$ cat src/rtl/irq_vector_sel.sv
module irq_vector_sel #(
  parameter int PC_W        = 11,
  parameter int N_SRC       = 5,
  parameter int VEC_STEP    = 4,
  parameter int STACK_DEPTH = 8,
  localparam int LVL_W      = $clog2(STACK_DEPTH + 1),
  localparam int IDX_W      = (N_SRC > 1) ? $clog2(N_SRC) : 1
) (
  input  logic             clk,
  input  logic             rst_n,
  input  logic [N_SRC-1:0] evt_i,
  input  logic [N_SRC-1:0] irq_en_i,
  input  logic [LVL_W-1:0] stack_level_i,
  input  logic             ret_i,
  input  logic [PC_W-1:0]  seq_pc_i,
  output logic [PC_W-1:0]  next_pc_o,
  output logic             push_o,
  output logic [PC_W-1:0]  push_addr_o
);

  logic [N_SRC-1:0] pend_q;
  logic             gie_q;
  logic [N_SRC-1:0] elig;
  logic [IDX_W-1:0] sel;
  logic             stack_full;
  logic             take;
  logic [PC_W-1:0]  vec_addr;
  logic [N_SRC-1:0] svc_mask;

  assign elig       = pend_q & irq_en_i;
  assign stack_full = (stack_level_i >= LVL_W'(STACK_DEPTH));
  assign take       = rst_n && gie_q && (|elig) && !stack_full;

  always_comb begin
    sel = '0;
    for (int i = N_SRC - 1; i >= 0; i--)
      if (elig[i]) sel = IDX_W'(i);
  end

  assign vec_addr = (PC_W'(sel) + PC_W'(1)) * PC_W'(VEC_STEP);
  assign svc_mask = take ? (N_SRC'(1) << sel) : '0;

  assign next_pc_o   = !rst_n ? '0 : (take ? vec_addr : seq_pc_i);
  assign push_o      = take;
  assign push_addr_o = seq_pc_i;

  always_ff @(posedge clk) begin
    if (!rst_n) begin
      pend_q <= '0;
      gie_q  <= 1'b1;
    end else begin
      pend_q <= (pend_q & ~svc_mask) | evt_i;
      if (take)       gie_q <= 1'b0;
      else if (ret_i) gie_q <= 1'b1;
    end
  end

  AST_NO_PUSH_WHEN_FULL: assert property (@(posedge clk) disable iff (!rst_n)
    stack_full |-> !push_o);
  AST_PUSH_SINGLE: assert property (@(posedge clk) disable iff (!rst_n)
    push_o |=> !push_o);
  AST_VEC_ALIGNED: assert property (@(posedge clk) disable iff (!rst_n)
    push_o |-> (next_pc_o[1:0] == 2'b00 && next_pc_o != '0
                && next_pc_o <= PC_W'(N_SRC * VEC_STEP)));
  AST_ONLY_ENABLED: assert property (@(posedge clk) disable iff (!rst_n)
    push_o |-> ((pend_q & irq_en_i) != '0));
  AST_FLAG_CLEARED: assert property (@(posedge clk) disable iff (!rst_n)
    (push_o && evt_i == '0) |=> ($countones(pend_q) == $countones($past(pend_q)) - 1));
  AST_MASKED_AFTER_TAKE: assert property (@(posedge clk) disable iff (!rst_n)
    (push_o ##1 !ret_i) |=> !push_o);

endmodule

$ cat config.mk
export PLATFORM = sky130hd
export DESIGN_NAME = irq_vector_sel
export DESIGN_NICKNAME = d
export VERILOG_FILES = /design/src/rtl/irq_vector_sel.sv
export SDC_FILE = /design/constraint.sdc
export NUM_CORES = 1
export LEC_CHECK = 0
export ABC_AREA = 1
export ABC_CLOCK_PERIOD_IN_PS = 3800
export BUFFER_PORTS_ARGS = -buffer_cell sky130_fd_sc_hd__clkbuf_2
export CAP_MARGIN = 30
export CORE_AREA = 2 2 60 48
export DETAILED_ROUTE_END_ITERATION = 6
export DIE_AREA = 0 0 62 50
export PLACE_DENSITY = 0.61
export SYNTH_ARGS = -nofsm -noshare
export SYNTH_HDL_FRONTEND = slang
export SYNTH_SLANG_ARGS = --single-unit
$ cat constraint.sdc
create_clock -name clk -period 3.8 [get_ports clk]
set_input_delay 0.38 -clock clk [delete_from_list [all_inputs] [get_ports clk]]
set_output_delay 0.38 -clock clk [all_outputs]
set_load 0.03 [all_outputs]
==> summary.txt <==
Setup path
  • Buffers plus inverters on the worst setup path: 2
  • Endpoint of the most critical register-to-register path: pend_q[4]
  • CP Depth: 9
  • Top cell family by delay on the critical path: simple AND/OR/NAND/NOR gates
  • Worst setup path class: flop to output port
  • Worst setup path startpoint: pend_q[2]
  • Maximum fanout along the worst path: 3
  • Reg2reg path depth: 8
  • Cell with the biggest individual delay on the critical path: sky130_fd_sc_hd__dfxtp_1
  • Cell-by-cell listing of the critical path: nand2_1, nand3_1, a21oi_1, inv_1, ha_1, nand2_1, nand2_1, nor2_1, clkbuf_2
  • Highest cell delay on the worst timing path: 0.30 ns
  • Cell type with the highest occurrence count on the critical path: sky130_fd_sc_hd__nand2_1
  • Startpoint kind of the worst setup timing path: flop
  • WP data required: 3.42 ns
  • Worst endpoint data arrival time: 1.72 ns
  • CP Capture Type: output port
  • Register-to-register setup slack: 2.47 ns
  • Source of the worst register-to-register timing path: pend_q[1]
  • Setup crit end: next_pc_o[3]

Die
  • Io pins: 51
  • Floorplan die width: 62 µm
  • Row count: 16
  • Die extent in y: 50 µm
  • Initial Util: 23.8%
  • Core outline area: 0.00250 mm²
  • Die Footprint: 0.00310 mm²

Clock network
  • Clock transition at the registers of the reported paths: 0.05 ns
  • Quantity of hold-fixing buffers added after cts: 0
  • Clock tree from TritonCTS: built
  • # H-tree levels: 1
  • Cell chosen for the clock root: sky130_fd_sc_hd__clkbuf_4
  • Post-CTS Resized: 0
  • Bufs on Longest Clock Path: 2
  • Setup fix buffers added after clock tree synthesis: 0
  • Number of sinks handled by clock tree synthesis: 6
  • Number of buffers inserted during clock tree synthesis: 3
  • Worst-Skew Late Latency: 0.25 ns

Pwr
  • Worst VDD drop: 0.0935 mV
  • Static leakage: 0.000511 µW
  • Total power density per cell area: 286 mW/mm²

STA
  • Final Slew Violations: 0
  • Final hold violations: 0
  • Min Clock Period, post-route: 2.10 ns
  • # setup viols final: 0
  • Unrepaired setup endpoints after global routing: false
  • Highest clock rate: 475 MHz
  • Min Hold Slack: 0.345 ns
  • Sum of negative setup slack: 0 ns
  • Clock tree skew after final layout: 0.00441 ns
  • Worst slew margin: 82.2%
  • Actual transition at the worst max-transition pin: 0.267 ns
  • Final clock period utilization by the worst path: 55.3%

Route
  • Detailed-route via count: 654
  • Iter 0 DRT Violations: 12
  • ANT nets after route: 0
  • Final routed DRC violation total: 0
  • Avg Vias per Cell: 3.82
  • Total detailed-routing wirelength: 1.48 mm
  • Number of detailed-routing iterations run before antenna repair: 4
  • Avg WL per Cell: 8.68 µm

Placed design
  • DP Wirelength: 1.30 mm
  • Port Buffers: 47
  • Final estimated routing congestion in global placement: 0.833

Logic synthesis
  • Main combinational cell family by area after synthesis: simple AND/OR/NAND/NOR gates
  • Compound-Gate Fraction of Synth Area: 14.5%
  • Synthesized netlist cell count: 96
  • Fraction of the mapped netlist area in simple logic gates: 31.9%
  • Sequential fraction of the synthesis area: 20.2%
  • Summed instance area of the synthesized netlist: 596 µm²
  • Unique masters post-synth: 16
  • Area share of fa/ha/maj cells after synthesis: 6.30%
  • Number of nets produced by synthesis: 127
  • Flip-flop and latch count after synthesis: 6
  • Count of warnings emitted by yosys: 0
  • Fraction of synthesized area in multiplexers: 0%
  • Post-Synthesis Mean Instance Area: 6.20 µm²
  • Xor/xnor share of the synthesized area: 0%

Global routing
  • Via count of the first global-routing pass: 544
  • Pin count of the biggest net entering global routing: 9
  • Global-route usage over all layers: 10.2%
  • Global-route congestion overflow total: 0
  • First-pass GRT wire length: 2.32 mm
  • Antenna violations before repair: 0

Run
  • Max-cap violations: 0

Final layout
  • Final cell utilization of the core: 32.6%
  • Inserted Diodes: 0
  • Most common library cell in the layout ignoring fill and taps: sky130_fd_sc_hd__clkbuf_2
  • # fillers: 289
  • Most used cells in the layout excluding fill and tap cells: sky130_fd_sc_hd__clkbuf_2 (47), sky130_fd_sc_hd__inv_1 (21), sky130_fd_sc_hd__nor2_1 (14), sky130_fd_sc_hd__nand2_1 (12), sky130_fd_sc_hd__a21oi_1 (8)
  • Fraction of layout cells with a size suffix above 1: 45.2%
  • Net total in the final layout: 168
  • Area delta synth->final: 37.0%

Status
  • Status: complete, no violations

Hold path
  • Worst Hold Class: input pin to flop
-- layout make-up --
| class | count | area [µm²] | area share (%) |
|---|---|---|---|
| timing repair buffer | 47 | 235 | 28.8 |
| multi-input combinational | 58 | 314 | 38.5 |
| sequential | 6 | 120 | 14.7 |
| inverter | 21 | 78.8 | 9.66 |
| tap | 36 | 45.0 | 5.52 |
| clock buffer | 3 | 22.5 | 2.76 |
-- synth_stat cells, drive strengths merged --
cell type,n,area (µm²)
ha,3,37.5
o21bai,1,7.51
nand2,19,98.8
o21ai,7,38.8
nor2,17,76.3
buf,11,82.6
nand3,3,15.0
a21oi,8,40.0
dfxtp,6,120
inv,21,78.8
-- worst min-delay path: cells and delay by family --
family          cells  cell delay [ns]
simple gates        1             0.05
buf+inv             1             0.07
compound gates      1             0.06
-- routing by layer --
metal	share of wire, %	GRT usage, %	vias up
met4	0.67	2.13	0
li1	-	-	360
met1	46	13.0	277
met3	6.1	5.77	3
met2	47	14.8	14
met5	0	0	-
-- how the worst min path moves through the flow --
stage	startpoint	to	slack, ns	cells past startpoint
CTS	ret_i	gie_q	0.34	3
global placement	pend_q[2]	pend_q[2]	0.46	2
global route	evt_i[3]	pend_q[3]	0.34	3
floorplan	rst_n	gie_q	0.45	1
finish	ret_i	gie_q	0.35	3
detailed placement	pend_q[4]	pend_q[4]	0.47	2
-- logic make-up (layout without fill, tap and decap cells) --
| logic type | count (synthesis) | count (layout) |
|---|---|---|
| adder cells (fa/ha/maj) | 3 | 3 |
| AND/OR/NAND/NOR | 39 | 39 |
| AO/OA/AOI/OAI | 16 | 16 |
| flip-flops | 6 | 6 |
| buffers and inverters | 32 | 71 |
-- registers in the layout, summed over array words and instances, names as in the netlist --
name and cells:
pend_q 5, gie_q 1
-- stage by stage --
stage / setup WS, ns / instance area [µm²] / instances / power, µW
6_report: 1.70 / 816 / 171 / 233
3_5_place_dp: 1.80 / 793 / 168 / 173
5_1_grt: 1.50 / 816 / 171 / 254
2_1_floorplan: 1.89 / 596 / 96 / 146
3_3_place_gp: 1.81 / 793 / 168 / 172
4_1_cts: 1.67 / 816 / 171 / 237
-- report_power, final --
| part | leakage, µW | total [µW] | internal (µW) | switching [µW] |
|---|---|---|---|---|
| Combinational | 0.000447 | 101 | 32.7 | 68.4 |
| Clock | 0.0000138 | 62.1 | 35.9 | 26.2 |
| Sequential | 0.0000501 | 69.8 | 67.6 | 2.16 |
| Total | 0.000511 | 233 | 136 | 96.7 |
Note: power is estimated with default switching activity, not from simulation.
